`src/rtl/ptq_pkg.sv`:
```
package ptq_pkg;
  localparam int WORD = 32;
  localparam int SUBS = 4;

  localparam logic [2:0] MODE_W32 = 3'd1;
  localparam logic [2:0] MODE_W16 = 3'd2;
  localparam logic [2:0] MODE_W8  = 3'd3;

  localparam int OFF_ID   = 'h00;
  localparam int OFF_CFG  = 'h10;
  localparam int OFF_IEN  = 'h14;
  localparam int OFF_PEND = 'h18;
  localparam int OFF_RUN  = 'h1C;
  localparam int OFF_CH0  = 'h20;
  localparam int CH_STEP  = 'h10;
  localparam int SLOT_CTL = 'h0;
  localparam int SLOT_RLD = 'h4;
  localparam int SLOT_CNT = 'h8;

  function automatic int ch_addr(input int c, input int slot);
    return OFF_CH0 + CH_STEP * c + slot;
  endfunction
endpackage

```
`src/rtl/ptq_tick_sync.sv`:
```
module ptq_tick_sync #(
  parameter int STAGES = 2
) (
  input  logic clk,
  input  logic rst_n,
  input  logic ext_in,
  output logic pulse
);
  logic [STAGES:0] sh_q;
  logic [STAGES:0] sh_d;

  always_comb begin
    sh_d = {sh_q[STAGES-1:0], ext_in};
  end

  always_ff @(posedge clk or negedge rst_n) begin
    if (!rst_n) sh_q <= '0;
    else        sh_q <= sh_d;
  end

  assign pulse = sh_q[STAGES-1] & ~sh_q[STAGES];
endmodule

```
`src/rtl/ptq_chan.sv`:
```
module ptq_chan
  import ptq_pkg::*;
(
  input  logic            clk,
  input  logic            rst_n,
  input  logic            ctl_we,
  input  logic            rld_we,
  input  logic            cnt_we,
  input  logic [WORD-1:0] wdata,
  input  logic            ext_pulse,
  input  logic [SUBS-1:0] run,
  output logic [3:0]      ctl_q,
  output logic [WORD-1:0] rld_q,
  output logic [WORD-1:0] cnt_q,
  output logic [SUBS-1:0] uf
);
  localparam int HW = WORD / 2;
  localparam int BW = WORD / 4;

  logic [3:0]      ctl_d;
  logic [WORD-1:0] rld_d;
  logic [WORD-1:0] cnt_d;
  logic            tick;

  assign tick = ctl_q[3] ? 1'b1 : ext_pulse;

  always_comb begin
    ctl_d = ctl_we ? wdata[3:0] : ctl_q;
    rld_d = rld_we ? wdata      : rld_q;
  end

  always_comb begin
    cnt_d = cnt_q;
    uf    = '0;
    case (ctl_q[2:0])
      MODE_W32: begin
        if (run[0] && tick) begin
          if (cnt_q == '0) begin
            cnt_d = rld_q;
            uf[0] = 1'b1;
          end else begin
            cnt_d = cnt_q - 1'b1;
          end
        end
      end
      MODE_W16: begin
        for (int i = 0; i < 2; i++) begin
          if (run[i] && tick) begin
            if (cnt_q[HW*i +: HW] == '0) begin
              cnt_d[HW*i +: HW] = rld_q[HW*i +: HW];
              uf[i] = 1'b1;
            end else begin
              cnt_d[HW*i +: HW] = cnt_q[HW*i +: HW] - 1'b1;
            end
          end
        end
      end
      MODE_W8: begin
        for (int i = 0; i < 4; i++) begin
          if (run[i] && tick) begin
            if (cnt_q[BW*i +: BW] == '0) begin
              cnt_d[BW*i +: BW] = rld_q[BW*i +: BW];
              uf[i] = 1'b1;
            end else begin
              cnt_d[BW*i +: BW] = cnt_q[BW*i +: BW] - 1'b1;
            end
          end
        end
      end
      default: ;
    endcase
    if (cnt_we) begin
      cnt_d = wdata;
      uf    = '0;
    end
  end

  always_ff @(posedge clk or negedge rst_n) begin
    if (!rst_n) begin
      ctl_q <= '0;
      rld_q <= '0;
      cnt_q <= '0;
    end else begin
      ctl_q <= ctl_d;
      rld_q <= rld_d;
      cnt_q <= cnt_d;
    end
  end
endmodule

```
`src/rtl/ptq_timer.sv`:
```
module ptq_timer
  import ptq_pkg::*;
#(
  parameter int          NUM_CH   = 4,
  parameter int          AW       = 8,
  parameter logic [31:0] ID_VALUE = 32'h5A17_0100,
  parameter int          SYNC_STG = 2
) (
  input  logic          clk,
  input  logic          rst_n,
  input  logic          psel,
  input  logic          penable,
  input  logic          pwrite,
  input  logic [AW-1:0] paddr,
  input  logic [31:0]   pwdata,
  output logic [31:0]   prdata,
  input  logic          ext_tick,
  output logic          irq
);
  localparam int SB = SUBS * NUM_CH;

  logic                       wr;
  logic                       wr_ien;
  logic                       wr_pend;
  logic                       wr_run;
  logic [NUM_CH-1:0]          ctl_we;
  logic [NUM_CH-1:0]          rld_we;
  logic [NUM_CH-1:0]          cnt_we;
  logic [SB-1:0]              ien_q, ien_d;
  logic [SB-1:0]              pend_q, pend_d;
  logic [SB-1:0]              run_q, run_d;
  logic [SB-1:0]              uf_all;
  logic [NUM_CH-1:0][3:0]     ctl_w;
  logic [NUM_CH-1:0][WORD-1:0] rld_w;
  logic [NUM_CH-1:0][WORD-1:0] cnt_w;
  logic                       ext_pulse;
  logic [31:0]                rd;

  assign wr      = psel & penable & pwrite;
  assign wr_ien  = wr && (paddr == AW'(OFF_IEN));
  assign wr_pend = wr && (paddr == AW'(OFF_PEND));
  assign wr_run  = wr && (paddr == AW'(OFF_RUN));

  ptq_tick_sync #(.STAGES(SYNC_STG)) u_sync (
    .clk    (clk),
    .rst_n  (rst_n),
    .ext_in (ext_tick),
    .pulse  (ext_pulse)
  );

  for (genvar c = 0; c < NUM_CH; c++) begin : g_ch
    assign ctl_we[c] = wr && (paddr == AW'(ch_addr(c, SLOT_CTL)));
    assign rld_we[c] = wr && (paddr == AW'(ch_addr(c, SLOT_RLD)));
    assign cnt_we[c] = wr && (paddr == AW'(ch_addr(c, SLOT_CNT)));

    ptq_chan u_chan (
      .clk       (clk),
      .rst_n     (rst_n),
      .ctl_we    (ctl_we[c]),
      .rld_we    (rld_we[c]),
      .cnt_we    (cnt_we[c]),
      .wdata     (pwdata),
      .ext_pulse (ext_pulse),
      .run       (run_q[SUBS*c +: SUBS]),
      .ctl_q     (ctl_w[c]),
      .rld_q     (rld_w[c]),
      .cnt_q     (cnt_w[c]),
      .uf        (uf_all[SUBS*c +: SUBS])
    );
  end

  always_comb begin
    ien_d  = wr_ien ? pwdata[SB-1:0] : ien_q;
    run_d  = wr_run ? pwdata[SB-1:0] : run_q;
    pend_d = (pend_q & ~(wr_pend ? pwdata[SB-1:0] : '0)) | uf_all;
  end

  always_ff @(posedge clk or negedge rst_n) begin
    if (!rst_n) begin
      ien_q  <= '0;
      run_q  <= '0;
      pend_q <= '0;
    end else begin
      ien_q  <= ien_d;
      run_q  <= run_d;
      pend_q <= pend_d;
    end
  end

  assign irq = |(pend_q & ien_q);

  always_comb begin
    rd = '0;
    if (paddr == AW'(OFF_ID))   rd = ID_VALUE;
    if (paddr == AW'(OFF_CFG))  rd = 32'(NUM_CH);
    if (paddr == AW'(OFF_IEN))  rd = 32'(ien_q);
    if (paddr == AW'(OFF_PEND)) rd = 32'(pend_q);
    if (paddr == AW'(OFF_RUN))  rd = 32'(run_q);
    for (int c = 0; c < NUM_CH; c++) begin
      if (paddr == AW'(ch_addr(c, SLOT_CTL))) rd = 32'(ctl_w[c]);
      if (paddr == AW'(ch_addr(c, SLOT_RLD))) rd = rld_w[c];
      if (paddr == AW'(ch_addr(c, SLOT_CNT))) rd = cnt_w[c];
    end
  end

  assign prdata = psel ? rd : '0;
endmodule

```
`config.mk`:
```
export PLATFORM = sky130hd
export DESIGN_NAME = ptq_timer
export DESIGN_NICKNAME = d
export VERILOG_FILES = /design/src/rtl/ptq_pkg.sv /design/src/rtl/ptq_tick_sync.sv /design/src/rtl/ptq_chan.sv /design/src/rtl/ptq_timer.sv
export SDC_FILE = /design/constraint.sdc
export NUM_CORES = 1
export LEC_CHECK = 0
export BUFFER_PORTS_ARGS = -buffer_cell sky130_fd_sc_hd__buf_4
export CORE_AREA = 3 3 229 231
export DETAILED_ROUTE_END_ITERATION = 10
export DIE_AREA = 0 0 232 234
export SYNTH_ARGS = -nofsm -noshare
export SYNTH_HDL_FRONTEND = slang
export SYNTH_SLANG_ARGS = --single-unit
```
`constraint.sdc`:
```
create_clock -name clk -period 3 [get_ports clk]
set_clock_uncertainty 0.05 [all_clocks]
set_input_delay 0.3 -clock clk [delete_from_list [all_inputs] [get_ports clk]]
set_output_delay 0.3 -clock clk [all_outputs]
set_load 0.005 [all_outputs]
```
==> results of run 1 <==
## metrics by stage
stage,power [mW],instance area [um2],setup TNS [ns]
after floorplan,4.87,22700,0
after global placement,5.33,25900,-0.0907
after detailed placement,5.34,25900,-0.114
after CTS,10.9,27500,-0.237
after global routing,11.2,27600,-0.265
final,10.9,27600,-0.161
## state kept, by name, indices dropped and copies added (netlist names)
signal	count
g_ch.u_chan.cnt_q	128
g_ch.u_chan.ctl_q	16
u_sync.sh_q	3
pend_q	16
run_q	16
ien_q	16
g_ch.u_chan.rld_q	128
## layout by cell type (no fill, tap or decap), types with 19 or more instances in the layout
| cell type | n |
|---|---|
| a21oi_1 | 170 |
| clkbuf_16 | 43 |
| buf_4 | 356 |
| o21ai_0 | 238 |
| o211ai_1 | 37 |
| xnor2_1 | 30 |
| nand4_1 | 27 |
| dfrtp_1 | 323 |
| ha_1 | 20 |
| inv_1 | 55 |
| o31ai_1 | 21 |
| a211oi_1 | 40 |
| nand3_1 | 55 |
| a22oi_1 | 68 |
| nor4_1 | 34 |
| or3_1 | 23 |
| mux2_2 | 176 |
| or4_1 | 19 |
| nor2_1 | 212 |
| nor3_1 | 82 |
| nand2_1 | 272 |
| o22ai_1 | 48 |
| buf_12 | 22 |
| a221oi_1 | 52 |
| a31oi_1 | 35 |
## timing repair
action	in CTS	in global routing
buffers inserted	1	1
hold endpoints to repair	63	0
pin swaps	4	7
resized for setup	8	24
hold buffers	4	0
setup endpoints to repair	3	35
## cell usage after synthesis, types with 16 or more instances
master	count
a211oi_1	40
o21ai_0	239
nor3b_1	18
nand3_1	58
buf_2	23
nor4_1	35
nand4_1	27
a22oi_1	69
a21oi_1	171
or4_1	19
mux2_2	176
a31oi_1	35
inv_1	55
nor2_1	220
nor3_1	84
nand2b_1	19
buf_1	16
dfrtp_1	323
nand2_1	273
o31ai_1	21
clkbuf_1	154
ha_1	20
o221ai_1	19
o22ai_1	48
xnor2_1	30
or3_1	23
a221oi_1	56
o211ai_1	37
## worst max-delay path by stage
stage	cells past startpoint	to	startpoint
4_1_cts	8	prdata[8]	ien_q[8]
3_5_place_dp	9	prdata[8]	paddr[2]
6_report	8	prdata[8]	ien_q[8]
3_3_place_gp	9	prdata[8]	paddr[2]
5_1_grt	8	prdata[8]	ien_q[8]
2_1_floorplan	12	g_ch[0].u_chan.cnt_q[21]	g_ch[0].u_chan.cnt_q[24]
## area by class of cell
type / count / area (um2)
flip-flops and latches: 323 / 8080
well taps: 672 / 841
clock inverters: 21 / 337
clock buffers: 52 / 1170
inverters: 55 / 206
fillers: 4706 / 22700
repair buffers: 384 / 3180
multi-input cells: 2086 / 13800
## per-layer routing
layer	global-route usage, %	wire length (um)	part of all wire, %	up-vias
met1	50.3	42100	41	12100
met3	7.64	9980	9.7	304
met4	18.5	5700	5.5	4
li1	-	-	-	10700
met5	0	21	0.020	-
met2	57.1	45200	44	1509
## report_power, final
part | switching [mW] | total (mW) | internal, mW
clock network | 2.14 | 5.60 | 3.46
logic | 0.514 | 0.767 | 0.253
registers | 0.101 | 4.53 | 4.43
total | 2.76 | 10.9 | 8.14
## kinds of logic (layout without fill, tap and decap cells)
family | count (synthesis) | after routing | share of synthesized area [%]
AO/OA/AOI/OAI | 956 | 956 | 28.5
AND/OR/NAND/NOR | 878 | 878 | 19.2
flip-flops | 323 | 323 | 35.6
buffers and inverters | 257 | 512 | 4.66
multiplexers | 189 | 189 | 9.30
XOR/XNOR | 43 | 43 | 1.66
adder cells (fa/ha/maj) | 20 | 20 | 1.10
## worst max-delay path, stage by stage (launching register included)
cell       delay, ns
dfrtp_1         0.38
nand3_2         0.11
a2111oi_4       0.32
o221ai_2        0.16
o32ai_2         0.25
o211ai_1        0.12
a221o_1         0.39
a221oi_2        0.31
buf_4           0.17
==> impl_metrics.env, run 1 <==
export IMPL_status="complete, but fails checks"
export IMPL_failed_checks="negative setup slack"
export IMPL_peakVddDrop_mv=0.411
export IMPL_drive_gt1_share_pct=24.5
export IMPL_min_period_ns=3.16
export IMPL_synth_cells=2666
export IMPL_seq_area_frac_synth_pct=35.6
export IMPL_powerDensity_mw_per_mm2=395
export IMPL_grt_overflow_total=0
export IMPL_dp_hpwl_mm=78.1
export IMPL_crit_path_start_kind="flop"
export IMPL_finalSetupViolCount=1
export IMPL_place_gp_congestion=1.02
export IMPL_utilization_pct=54.8
export IMPL_cp_max_fo=2
export IMPL_cellLeakagePower_nw=11.4
export IMPL_ys_warn_count=0
export IMPL_die_area_mm2=0.0543
export IMPL_tightest_slew_ns=0.762
export IMPL_cap_viol_max_count=0
export IMPL_hold_viol_final=0
export IMPL_instances_no_fill=3593
export IMPL_critPathCaptureType="primary output"
export IMPL_antenna_cells=0
export IMPL_synth_edf_count=0
export IMPL_grt_pass1_wl_mm=153
export IMPL_start_util_pct=45.2
export IMPL_viasPerCell=6.86
export IMPL_io_pins=79
export IMPL_die_h_um=234
export IMPL_syn_area_mm2=0.0227
export IMPL_worst_r2r_path_depth=7
export IMPL_synth_top_cell_by_area="dfrtp_1"
export IMPL_rsz0062_at_grt="yes"
export IMPL_min_to="g_ch[0].u_chan.cnt_q[6]"
export IMPL_synth_top_cell_area_share_pct=35.6
export IMPL_antenna_found_initial=2
export IMPL_syn_num_nets=2732
export IMPL_ys_ff_latch=323
export IMPL_core_area_mm2=0.0503
export IMPL_synthFlopType="dfrtp_1"
export IMPL_max_slew_margin_rel_pct=48.7
export IMPL_grt_pass1_vias=23400
export IMPL_ys_top_cells_by_area="dfrtp_1 36%, mux2_2 8.7%, o21ai_0 5.3%"
export IMPL_dpl_worst_slack_ns=-0.105
export IMPL_reg2reg_to="g_ch[3].u_chan.cnt_q[19]"
export IMPL_dp_cells=3514
export IMPL_num_vias=24600
export IMPL_timing_hold_ws_ns=0.0237
export IMPL_numCtsBuffers=42
export IMPL_placement_io_buffers=78
export IMPL_cp_arrival_ns=2.81
export IMPL_rows=82
export IMPL_cts_root_buf="clkbuf_16"
export IMPL_critPathKind="flop to primary output"
export IMPL_drt_initial_drc_count=3224
export IMPL_cp_required_ns=2.65
export IMPL_routed_wl_mm=103
export IMPL_holdPathStages=3
export IMPL_hp_start="pwdata[6]"
export IMPL_track_usage_pct=37.3
export IMPL_r2r_slack_ns=0.11
export IMPL_grt_max_degree=66
export IMPL_syn_mean_instance_area_um2=8.52
export IMPL_fmax_mhz=316
export IMPL_wl_per_cell_um=28.7
export IMPL_yosysUniqueCellTypes=109
export IMPL_cts_tree="done"
export IMPL_hold_path_class="input pin to flop"
export IMPL_drv_slew=0
export IMPL_worstReg2RegStart="g_ch[3].u_chan.cnt_q[7]"
export IMPL_cts_sinks=323
export IMPL_nets=2958
export IMPL_synth_async_reset_ratio_pct=100
export IMPL_firstDrtPassIters=7
export IMPL_die_w_um=232
export IMPL_drtAntennaViolNets=0
export IMPL_cts_buffer_depth=3
export IMPL_htree_levels=2
export IMPL_worst_slack_ns=-0.161
export IMPL_cts_clk_slew_worst_paths_ns=0.06
export IMPL_clk_latency_ns=0.59
export IMPL_syn2layout_area_growth_pct=21.4
export IMPL_drc=0
export IMPL_fin_crit_sh_pct=105
No activity file was read; power rests on OpenSTA's default activity.
==> run 2, diff against run 1 <==
--- a/config.mk
+++ b/config.mk
@@ -6,9 +6,10 @@
 export NUM_CORES = 1
 export LEC_CHECK = 0
 export BUFFER_PORTS_ARGS = -buffer_cell sky130_fd_sc_hd__buf_4
-export CORE_AREA = 3 3 229 231
+export CORE_AREA = 3 3 236 238
 export DETAILED_ROUTE_END_ITERATION = 10
-export DIE_AREA = 0 0 232 234
+export DIE_AREA = 0 0 239 241
 export SYNTH_ARGS = -nofsm -noshare
 export SYNTH_HDL_FRONTEND = slang
+export SYNTH_HIERARCHICAL = 1
 export SYNTH_SLANG_ARGS = --single-unit
==> run 2 against run 1 <==
The flow now finishes without violations. Die area grew 6.1%. Highest routed layer unchanged. Largest power group unchanged. Core utilization shrank 0.72 points. Synthesized cell count grew 3.8%. Setup slack gained 0.20 ns. Count of clock-buffer cells in the layout is the same. Sequential cell count is the same. Design area grew 5.6%. Routed wire length grew 17%. Sequential power grew 4.6%. Synthesized area grew 5.8%. Sequential share of layout area shrank 1.6 points.
==> impl_metrics.env, run 2 <==
export IMPL_status="finished clean"
export IMPL_grt_max_degree=60
export IMPL_synth_common_cells="323 x dfrtp_1, 236 x a21oi_1, 224 x nand2_1"
export IMPL_io_pins=79
export IMPL_mostFrequentLayoutCells="397 x buf_4, 323 x dfrtp_1, 235 x a21oi_1, 224 x nand2_1, 209 x o21ai_0"
export IMPL_powerDensity_mw_per_mm2=424
export IMPL_critPathCaptureType="primary output"
export IMPL_syn_num_nets=2829
export IMPL_comb_power_share_pct=13.6
export IMPL_cellLeakagePower_nw=11.9
export IMPL_synth_cells=2767
export IMPL_max_slew_margin_rel_pct=37.0
export IMPL_nets=3097
export IMPL_synthFlopType="dfrtp_1"
export IMPL_drtAntennaViolNets=0
export IMPL_syn_mean_instance_area_um2=8.69
export IMPL_grt_overflow_total=0
export IMPL_reg2reg_to="pend_q[9]"
export IMPL_finalSetupViolCount=0
export IMPL_grt_pass1_vias=24800
export IMPL_die_area_mm2=0.0576
export IMPL_viasPerCell=7.00
export IMPL_rsz0062_at_grt="no"
export IMPL_hp_start="pwdata[17]"
export IMPL_startpoint="paddr[3]"
export IMPL_ys_top_cells_by_area="dfrtp_1 34%, mux2_2 8.9%, a21oi_1 4.9%"
export IMPL_peakVddDrop_mv=0.501
export IMPL_hold_path_class="input pin to flop"
export IMPL_yosysMostFrequentCell="dfrtp_1"
export IMPL_synth_edf_count=0
export IMPL_num_vias=26400
export IMPL_clk_latency_ns=0.60
export IMPL_switchingPower_mw=3.54
export IMPL_track_usage_pct=40.9
export IMPL_cap_viol_max_count=0
export IMPL_placement_io_buffers=78
export IMPL_cts_tree="done"
export IMPL_cts_buffer_depth=3
export IMPL_start_util_pct=44.7
export IMPL_routed_wl_mm=120
export IMPL_rows=85
export IMPL_drt_initial_drc_count=3526
export IMPL_critPathKind="input pin to primary output"
export IMPL_drc=0
export IMPL_wl_per_cell_um=31.8
export IMPL_cts_clk_slew_worst_paths_ns=0.07
export IMPL_cp_required_ns=2.65
export IMPL_syn_area_mm2=0.0240
export IMPL_ys_ff_latch=323
export IMPL_htree_levels=2
export IMPL_cp_arrival_ns=2.61
export IMPL_fin_crit_sh_pct=98.8
export IMPL_p_clk_share_pct=48.0
export IMPL_yosysUniqueCellTypes=98
export IMPL_worst_slack_ns=0.0352
export IMPL_syn2layout_area_growth_pct=21.2
export IMPL_dpl_worst_slack_ns=-0.243
export IMPL_cp_max_fo=12
export IMPL_dp_hpwl_mm=90.3
export IMPL_utilization_pct=54.1
export IMPL_crit_path_start_kind="input pin"
export IMPL_die_w_um=239
export IMPL_final_common_cell="buf_4"
export IMPL_min_period_ns=2.96
export IMPL_antenna_found_initial=11
export IMPL_firstDrtPassIters=6
export IMPL_min_to="g_ch[3].u_chan/cnt_q[17]"
export IMPL_seq_area_frac_synth_pct=33.6
export IMPL_die_h_um=241
export IMPL_p_seq_share_pct=38.4
export IMPL_hold_viol_final=0
export IMPL_ys_warn_count=6
export IMPL_worstReg2RegStart="g_ch[2].u_chan/cnt_q[17]"
export IMPL_drv_slew=0
export IMPL_synth_async_reset_ratio_pct=100
export IMPL_cts_sinks=323
export IMPL_holdPathStages=3
export IMPL_tightest_slew_ns=0.922
export IMPL_reg_top3="g_ch.u_chan/cnt_q x128, g_ch.u_chan/rld_q x128"
export IMPL_core_area_mm2=0.0538
export IMPL_synth_top_cell_by_area="dfrtp_1"
export IMPL_worst_r2r_path_depth=10
export IMPL_sw_frac_of_total_pct=28.7
export IMPL_fmax_mhz=337
export IMPL_drive_gt1_share_pct=26.5
export IMPL_numCtsBuffers=42
export IMPL_p_int_mw=8.80
export IMPL_place_gp_congestion=1.06
export IMPL_cts_root_buf="clkbuf_16"
export IMPL_r2r_slack_ns=0.09
export IMPL_grt_pass1_wl_mm=175
export IMPL_synth_top_cell_area_share_pct=33.6
[run 2: cell types whose count changed after synthesis, sizes merged, moves of 17 or more]
cell / previous run / this run
a21oi: 174 / 236
nand2: 276 / 227
nor2: 222 / 181
clkbuf: 157 / 126
a31oi: 36 / 65
a221oi: 57 / 31
o22ai: 49 / 73
inv: 55 / 78
mux2: 177 / 200
buf: 45 / 66
mux2i: 12 / 33
or3: 25 / 42
[run 2: area by class of cell]
class                           count  area (um2)
Clock inverter                     26         427
Inverter                           82         308
Clock buffer                       52        1180
Timing Repair Buffer              416        3330
Multi-Input combinational cell   2170       14900
Sequential cell                   323        8080
Antenna cell                        8        20.0
Tap cell                          696         871
Fill cell                        5066       24700
[run 2: cell families (layout without fill, tap and decap cells)]
group | after synthesis | count (layout) | synth area share [%]
AO/OA/AOI/OAI | 1068 | 1068 | 29.7
buffers and inverters | 274 | 576 | 4.79
adder cells (fa/ha/maj) | 16 | 16 | 0.833
XOR/XNOR | 54 | 54 | 1.97
other | 0 | 8 | 0
multiplexers | 233 | 233 | 10.9
flip-flops | 323 | 323 | 33.6
AND/OR/NAND/NOR | 799 | 799 | 18.1
[run 2: what timing repair did]
item                       in CTS  in global routing
pin swaps                       0                  1
hold endpoints to repair       51                  0
setup endpoints to repair       8                  8
buffers inserted                0                  0
resized for setup               1                  8
cloned                          0                  0
hold buffers                    2                  0
[run 2: worst max-delay path, stage by stage]
cell and delay, ns:
buf_4 0.15, or4b_1 0.55, buf_4 0.22, o22ai_1 0.18, o21ai_0 0.24, o221a_2 0.32
a311oi_1 0.34, buf_4 0.19, buf_4 0.10
[run 2: power by group through the flow]
| stage | sequential (mW) | combinational [mW] | clock, mW |
|---|---|---|---|
| after floorplan | 4.72 | 0.827 | 0 |
| after global placement | 4.80 | 1.60 | 0 |
| after detailed placement | 4.80 | 1.62 | 0 |
| after CTS | 4.73 | 1.63 | 5.96 |
| after global routing | 4.75 | 1.78 | 6.14 |
| final | 4.74 | 1.68 | 5.92 |
[run 2: how the worst max path moves through the flow]
| stage | endpoint | slack (ns) | cells past startpoint |
|---|---|---|---|
| after CTS | prdata[22] | 0.01 | 9 |
| final | prdata[23] | 0.04 | 9 |
| after global routing | prdata[5] | 0.003 | 8 |
| after detailed placement | prdata[20] | -0.24 | 9 |
| after global placement | prdata[20] | -0.27 | 9 |
| after floorplan | g_ch[0].u_chan/cnt_q[30] | 0.01 | 10 |
[run 2: layer usage]
layer / track usage, % / wire length [um] / share of wire (%)
met1: 54.8 / 48200 / 40
met2: 63.6 / 52800 / 44
met3: 9.26 / 12700 / 11
met4: 18.0 / 6290 / 5.2
met5: 0 / 60 / 0.050
[run 2: per-stage QoR]
stage | instances | setup TNS [ns] | total power [mW] | hold slack, ns | instance area, um2
detailed placement | 3685 | -1.23 | 6.42 | 0.255 | 27400
finish | 3773 | 0 | 12.3 | 0.0245 | 29100
global placement | 3685 | -1.46 | 6.41 | 0.247 | 27400
CTS | 3765 | 0 | 12.3 | 0.000845 | 29100
global route | 3765 | 0 | 12.7 | 0.0174 | 29100
floorplan | 2767 | 0 | 5.55 | -0.0456 | 24000
